<file path="src/rtl/dar_pkg.sv">
package dar_pkg;
  typedef enum logic [1:0] {
    SOP_NONE = 2'd0,
    SOP_PUSH = 2'd1,
    SOP_POP  = 2'd2
  } stack_op_e;
endpackage

</file>
<file path="src/rtl/dar_pc_reg.sv">
module dar_pc_reg #(
  parameter int unsigned PC_W = 24,
  parameter int unsigned ADV_W = 4,
  parameter logic [PC_W-1:0] PC_RESET_VAL = '0
) (
  input  logic            clk_i,
  input  logic            rst_ni,
  input  logic            warm_rst_i,
  input  logic            load_i,
  input  logic [PC_W-1:0] load_val_i,
  input  logic            adv_i,
  input  logic [ADV_W-1:0] adv_bytes_i,
  output logic [PC_W-1:0] pc_o,
  output logic [PC_W-1:0] saved_pc_o
);
  localparam logic [PC_W-1:0] RST_PC = PC_RESET_VAL & ~PC_W'(1);

  logic [PC_W-1:0]  pc_q, saved_q;
  logic [ADV_W-1:0] adv_even;

  assign adv_even = adv_bytes_i & ~ADV_W'(1);

  always_ff @(posedge clk_i or negedge rst_ni) begin
    if (!rst_ni) begin
      pc_q    <= RST_PC;
      saved_q <= '0;
    end else if (warm_rst_i) begin
      saved_q <= pc_q;
      pc_q    <= RST_PC;
    end else if (load_i) begin
      pc_q <= load_val_i & ~PC_W'(1);
    end else if (adv_i) begin
      pc_q <= pc_q + PC_W'(adv_even);
    end
  end

  assign pc_o       = pc_q;
  assign saved_pc_o = saved_q;

  AST_WARM_SAVE: assert property (@(posedge clk_i) disable iff (!rst_ni)
    warm_rst_i |=> (saved_pc_o == $past(pc_o)) && (pc_o == RST_PC));
  AST_PC_LOAD_EVEN: assert property (@(posedge clk_i) disable iff (!rst_ni)
    (load_i && !warm_rst_i) |=> (pc_o[0] == 1'b0) &&
      (pc_o[PC_W-1:1] == $past(load_val_i[PC_W-1:1])));
  AST_PC_ADVANCE: assert property (@(posedge clk_i) disable iff (!rst_ni)
    (adv_i && !load_i && !warm_rst_i) |=>
      (pc_o - $past(pc_o)) == PC_W'({$past(adv_bytes_i[ADV_W-1:1]), 1'b0}));
endmodule

</file>
<file path="src/rtl/dar_sp_reg.sv">
module dar_sp_reg
  import dar_pkg::*;
#(
  parameter int unsigned SP_W = 32,
  parameter logic [SP_W-1:0] KEEP_MASK = '1
) (
  input  logic            clk_i,
  input  logic            rst_ni,
  input  logic            wr_i,
  input  logic [SP_W-1:0] wr_val_i,
  input  stack_op_e       op_i,
  input  logic            size4_i,
  output logic [SP_W-1:0] sp_o
);
  logic [SP_W-1:0] sp_q, step, sp_d;

  assign step = size4_i ? SP_W'(4) : SP_W'(2);

  always_comb begin
    sp_d = sp_q;
    if (wr_i) sp_d = wr_val_i;
    else begin
      case (op_i)
        SOP_PUSH: sp_d = sp_q - step;
        SOP_POP:  sp_d = sp_q + step;
        default:  sp_d = sp_q;
      endcase
    end
  end

  always_ff @(posedge clk_i or negedge rst_ni) begin
    if (!rst_ni) sp_q <= '0;
    else         sp_q <= sp_d & KEEP_MASK;
  end

  assign sp_o = sp_q;

  AST_SP_IDLE_HOLD: assert property (@(posedge clk_i) disable iff (!rst_ni)
    (!wr_i && op_i == SOP_NONE) |=> $stable(sp_o));
endmodule

</file>
<file path="src/rtl/dar_unit.sv">
module dar_unit
  import dar_pkg::*;
#(
  parameter int unsigned PC_W = 24,
  parameter int unsigned SP_W = 32,
  parameter int unsigned SP_LEGAL_W = 24,
  parameter int unsigned ADV_W = 4,
  parameter logic [PC_W-1:0] PC_RESET_VAL = '0
) (
  input  logic             clk_i,
  input  logic             rst_ni,
  input  logic             warm_rst_i,
  input  logic             pc_load_i,
  input  logic [PC_W-1:0]  pc_load_val_i,
  input  logic             pc_adv_i,
  input  logic [ADV_W-1:0] pc_adv_bytes_i,
  input  logic             isp_wr_i,
  input  logic             usp_wr_i,
  input  logic [SP_W-1:0]  sp_wr_val_i,
  input  logic             push_i,
  input  logic             pop_i,
  input  logic             size4_i,
  input  logic             user_mode_i,
  output logic [PC_W-1:0]  pc_o,
  output logic [PC_W-1:0]  saved_pc_o,
  output logic [SP_W-1:0]  isp_o,
  output logic [SP_W-1:0]  usp_o,
  output logic [SP_W-1:0]  sp_o,
  output logic             trap_o
);
  localparam int unsigned HI_W = SP_W - SP_LEGAL_W;
  localparam logic [SP_W-1:0] ISP_KEEP = {{HI_W{1'b0}}, {(SP_LEGAL_W-1){1'b1}}, 1'b0};
  localparam logic [SP_W-1:0] USP_KEEP = '1;

  stack_op_e req_op, isp_op, usp_op;
  logic      usp_bad, stk_req, trap_q;

  dar_pc_reg #(
    .PC_W(PC_W), .ADV_W(ADV_W), .PC_RESET_VAL(PC_RESET_VAL)
  ) u_pc (
    .clk_i, .rst_ni, .warm_rst_i,
    .load_i(pc_load_i), .load_val_i(pc_load_val_i),
    .adv_i(pc_adv_i), .adv_bytes_i(pc_adv_bytes_i),
    .pc_o, .saved_pc_o
  );

  assign stk_req = push_i | pop_i;
  assign req_op  = push_i ? SOP_PUSH : (pop_i ? SOP_POP : SOP_NONE);
  assign usp_bad = |usp_o[SP_W-1:SP_LEGAL_W];
  assign isp_op  = user_mode_i ? SOP_NONE : req_op;
  assign usp_op  = (user_mode_i && !usp_bad) ? req_op : SOP_NONE;

  dar_sp_reg #(.SP_W(SP_W), .KEEP_MASK(ISP_KEEP)) u_isp (
    .clk_i, .rst_ni, .wr_i(isp_wr_i), .wr_val_i(sp_wr_val_i),
    .op_i(isp_op), .size4_i, .sp_o(isp_o)
  );

  dar_sp_reg #(.SP_W(SP_W), .KEEP_MASK(USP_KEEP)) u_usp (
    .clk_i, .rst_ni, .wr_i(usp_wr_i), .wr_val_i(sp_wr_val_i),
    .op_i(usp_op), .size4_i, .sp_o(usp_o)
  );

  always_ff @(posedge clk_i or negedge rst_ni) begin
    if (!rst_ni) trap_q <= 1'b0;
    else         trap_q <= user_mode_i && stk_req && usp_bad;
  end

  assign trap_o = trap_q;
  assign sp_o   = user_mode_i ? usp_o : isp_o;

  AST_ISP_ZERO_BITS: assert property (@(posedge clk_i) disable iff (!rst_ni)
    (isp_o[0] == 1'b0) && (isp_o[SP_W-1:SP_LEGAL_W] == '0));
  AST_TRAP_CAUSE: assert property (@(posedge clk_i) disable iff (!rst_ni)
    trap_o |-> $past(user_mode_i && stk_req));
  AST_TRAP_NO_MOVE: assert property (@(posedge clk_i) disable iff (!rst_ni)
    (trap_o && !$past(usp_wr_i)) |-> (usp_o == $past(usp_o)));
  AST_USER_ISP_HOLD: assert property (@(posedge clk_i) disable iff (!rst_ni)
    (user_mode_i && !isp_wr_i) |=> $stable(isp_o));
  AST_USP_PUSH: assert property (@(posedge clk_i) disable iff (!rst_ni)
    (user_mode_i && push_i && !usp_wr_i && !usp_bad) |=>
      ($past(usp_o) - usp_o) == ($past(size4_i) ? SP_W'(4) : SP_W'(2)));
endmodule

</file>
<file path="config.mk">
export PLATFORM = sky130hd
export DESIGN_NAME = dar_unit
export DESIGN_NICKNAME = d
export VERILOG_FILES = /design/src/rtl/dar_pkg.sv /design/src/rtl/dar_pc_reg.sv /design/src/rtl/dar_sp_reg.sv /design/src/rtl/dar_unit.sv
export SDC_FILE = /design/constraint.sdc
export NUM_CORES = 1
export LEC_CHECK = 0
export BUFFER_PORTS_ARGS = -buffer_cell sky130_fd_sc_hd__clkbuf_2
export CAP_MARGIN = 10
export CORE_ASPECT_RATIO = 0.75
export CORE_MARGIN = 2
export CORE_UTILIZATION = 45
export CTS_CLUSTER_SIZE = 16
export DETAILED_ROUTE_END_ITERATION = 16
export GPL_TIMING_DRIVEN = 1
export PLACE_DENSITY = 0.71
export SYNTH_ARGS = -nofsm -noshare
export SYNTH_HDL_FRONTEND = slang
export SYNTH_SLANG_ARGS = --single-unit
</file>
<file path="constraint.sdc">
create_clock -name clk_i -period 12.8 [get_ports clk_i]
set_input_delay 0 -clock clk_i [delete_from_list [all_inputs] [get_ports clk_i]]
set_output_delay 0 -clock clk_i [all_outputs]
set_load 0.01 [all_outputs]
</file>
==> impl_metrics.toml <==
[logic_synthesis]
yosys_warnings = 0
synth-adder-area-share = 0.0970
muxShareOfSynthArea = 0.106
synth_xor_area_frac = 0.0693
ys_seq_area_frac = 0.331
async_flop_share = 1.00
synth_area_mm2 = 0.00771
synth_seq_cells = 102
syn_avg_cell_area_um2 = 8.68
synth-simple-area-share = 0.155
syn_inst = 889
synth_enable_flop_cells = 0
ys_types = 59
synth-compound-area-share = 0.198
synthFlopType = "dfrtp_1"
synth_top_family_by_area = "compound AO/OA/AOI/OAI gates"

[critical_path]
cp-start-kind = "flop"
crit_type = "flop to flop"
cp.required_ns = 13.07
crit_path_max_incr_delay_ns = 0.57
timing.reg2reg.setup_slack_ns = 8.32
cp_num_buf_inv = 1
cp_top_family = "compound AO/OA/AOI/OAI gates"
cp.arrival_ns = 4.75
r2r-end = "u_usp.sp_o[29]$_DFFE_PN0N_"
worstRegToRegCells = 15
cp_cell_sequence = "or4_1 -> nor2_1 -> nand4b_1 -> buf_4 -> ha_1 -> nor2b_1 -> o21ai_0 -> a21boi_0 -> nor3_1 -> o21ai_0 -> a31oi_1 -> a31oi_1 -> a31oi_1 -> xor2_1 -> o21ai_0"
crit_cells = 15
critPathMaxFanout = 30
end_kind = "flop"
rr_startpoint = "u_usp.sp_o[25]$_DFFE_PN0N_"
cp_slowest_cell = "or4_1"

[route]
finalWirelength_um = 21300
top_layer = "met5"
wl_met1_um = 10600
drtIter0Drc = 533
wl_met3_um = 1040
wl_met2_um = 9210
drcViolationCount = 0
wire_per_inst_um = 15.9
drtAntennaViolNets = 0
detail_route.first_pass.iterations = 5
vias = 7335
viasPerCell = 5.47

[timing]
tns_ns = 0
worst_slew_pin_slew_ns = 1.07
hold_viol = 0
setup_slack_ns = 8.32
min_period_ns = 4.48
final.hold.worst_slack_ns = 0.0718
slew_headroom = 0.286
setup_violations = 0
rsz0062_at_grt = "no"
clock_skew_ns = 0.00845
finalMaxSlewViolations = 0
min_period_over_period = 0.350
fmax_mhz = 223

[layout]
diodes = 0
fin_util = 0.576
areaGrowthSynthToFinish_pct = 25.6
drive_gt1_frac = 0.257
fin_cells = 1340
fin_nets = 1249
final_area_mm2 = 0.00969
fillers = 1517

[floorplanning]
chipHeight_um = 117
coreArea_mm2 = 0.0168
die_x_um = 155
dieArea_mm2 = 0.0182
row_count = 41
ios = 216
start_util = 0.458

[hold_path]
hold_class = "input port to asynchronous set/reset pin"

[placed_design]
pre_cts_slack_ns = 8.43
io_buffers = 202
routabilityCongestion = 0.919
dp.cells = 1266
hpwl_um = 15400
post_dp_cell_area_mm2 = 0.00882

[clock_network]
clockBufferDepth = 2
cts.htree.levels = 3
clkSinkCount = 102
postCtsHoldBufs = 58
cts_resized = 0
cts_tree = "done"
cts-root-buf = "clkbuf_16"
tritoncts.num_buffers = 9
postCtsSetupRepairBufs = 0
path_clk_slew_ns = 0.07
insertion_delay_ns = 0.35

[pwr]
p_total_mw = 1.08
p_per_area_mw_per_mm2 = 111
p_leak_nw = 4.66
peakVddDrop_uv = 63.2

[grt]
grt_overflow = 0
grt_start_max_net_pins = 81
grt_pass1_wl_um = 34500
gr-usage-all-layers = 0.234
grt_pass1_vias = 6755
antenna_found_initial = 1

[run]
drv_cap = 0

[run_status]
status = "finished, final reports clean"
cells in the mapped netlist (3+ instances only):
cell type    n  area [um^2]
dfrtp_1    102         2550
nor2_1      95          357
a21oi_1     88          440
nand2_1     86          323
o21ai_0     75          375
ha_1        55          688
mux2_2      54          608
clkbuf_1    40          150
xnor2_1     36          315
xor2_1      25          219
a21o_1      24          180
inv_1       22         82.6
mux2i_1     21          210
a31oi_1     13         81.3
a211oi_1    12         90.1
buf_4       12         90.1
nand3_1     12         60.1
and2_1       9         56.3
nor3_1       9         45.0
nor2b_1      8         50.1
o21bai_1     8         60.1
nand2b_1     7         43.8
nand4_1      7         43.8
or3_1        7         43.8
o21a_1       5         37.5
and3_1       4         25.0
and4_1       3         26.3
buf_1        3         11.3
fa_1         3         60.1
nor3b_1      3         22.5
or2_2        3         18.8
layer usage:
layer / global-route usage / vias up
met2: 0.350 / 215
met4: 0.0728 / 2
li1: - / 3626
met3: 0.0447 / 37
met5: 0 / -
met1: 0.343 / 3455
layout by cell type, fill, tap and decap left out, drive strengths merged, types with 4 or more instances in the layout:
| master | netlist | final |
|---|---|---|
| clkbuf | 40 | 212 |
| dfrtp | 102 | 102 |
| nor2 | 95 | 95 |
| a21oi | 89 | 89 |
| nand2 | 86 | 86 |
| o21ai | 77 | 77 |
| dlygate4sd3 | 0 | 58 |
| ha | 55 | 55 |
| mux2 | 54 | 54 |
| xnor2 | 36 | 36 |
| xor2 | 25 | 25 |
| a21o | 24 | 24 |
| inv | 22 | 24 |
| mux2i | 21 | 21 |
| a31oi | 14 | 14 |
| a211oi | 13 | 13 |
| nand3 | 12 | 12 |
| conb | 1 | 11 |
| and2 | 9 | 9 |
| nor3 | 9 | 9 |
| nor2b | 8 | 8 |
| o21bai | 8 | 8 |
| nand2b | 7 | 7 |
| or3 | 7 | 7 |
| nand4 | 7 | 7 |
| buf | 15 | 6 |
| o21a | 5 | 5 |
| or2 | 5 | 5 |
| and3 | 4 | 4 |
cells by family (layout without fill, tap and decap cells):
group	after synthesis	in the layout
AOI/OAI and AO/OA	252	252
xor gates and xnor gates	61	61
adders and majority gates	58	58
buffers and inverters	77	303
DFF	102	102
muxes	75	75
other	1	11
and+or+nand+nor	263	263
state kept, by name, indices dropped and copies added (netlist names):
| signal | flops |
|---|---|
| u_usp.sp_o | 32 |
| u_isp.sp_o | 23 |
| u_pc.pc_o | 23 |
| u_pc.saved_pc_o | 23 |
| trap_o | 1 |
area by class of cell:
| cell class | instances | area [um^2] | share of cell area |
|---|---|---|---|
| multi-input cells | 720 | 4870 | 0.503 |
| flip-flops and latches | 102 | 2550 | 0.263 |
| repair buffers | 265 | 1630 | 0.168 |
| well taps | 215 | 269 | 0.0278 |
| clock buffers | 11 | 243 | 0.0251 |
| inverters | 22 | 82.6 | 0.00852 |
| clock inverters | 5 | 41.3 | 0.00426 |
power by group:
| part | internal, mW | leakage (nW) | switching (mW) | total [mW] |
|---|---|---|---|---|
| clock network | 0.139 | 0.133 | 0.128 | 0.268 |
| registers | 0.353 | 1.28 | 0.0401 | 0.394 |
| logic | 0.188 | 3.24 | 0.226 | 0.414 |
| total | 0.681 | 4.66 | 0.395 | 1.08 |
worst max path at each step:
stage	start	endpoint	slack, ns
after floorplan	u_usp.sp_o[26]$_DFFE_PN0N_	u_usp.sp_o[30]$_DFFE_PN0N_	8.36
after global placement	u_usp.sp_o[26]$_DFFE_PN0N_	u_usp.sp_o[29]$_DFFE_PN0N_	8.47
after detailed placement	u_usp.sp_o[26]$_DFFE_PN0N_	u_usp.sp_o[29]$_DFFE_PN0N_	8.43
after CTS	u_usp.sp_o[26]$_DFFE_PN0N_	u_usp.sp_o[29]$_DFFE_PN0N_	8.42
after global routing	u_usp.sp_o[26]$_DFFE_PN0N_	u_usp.sp_o[29]$_DFFE_PN0N_	7.92
final	u_usp.sp_o[25]$_DFFE_PN0N_	u_usp.sp_o[29]$_DFFE_PN0N_	8.32
Note: power is estimated with default switching activity, not from simulation.
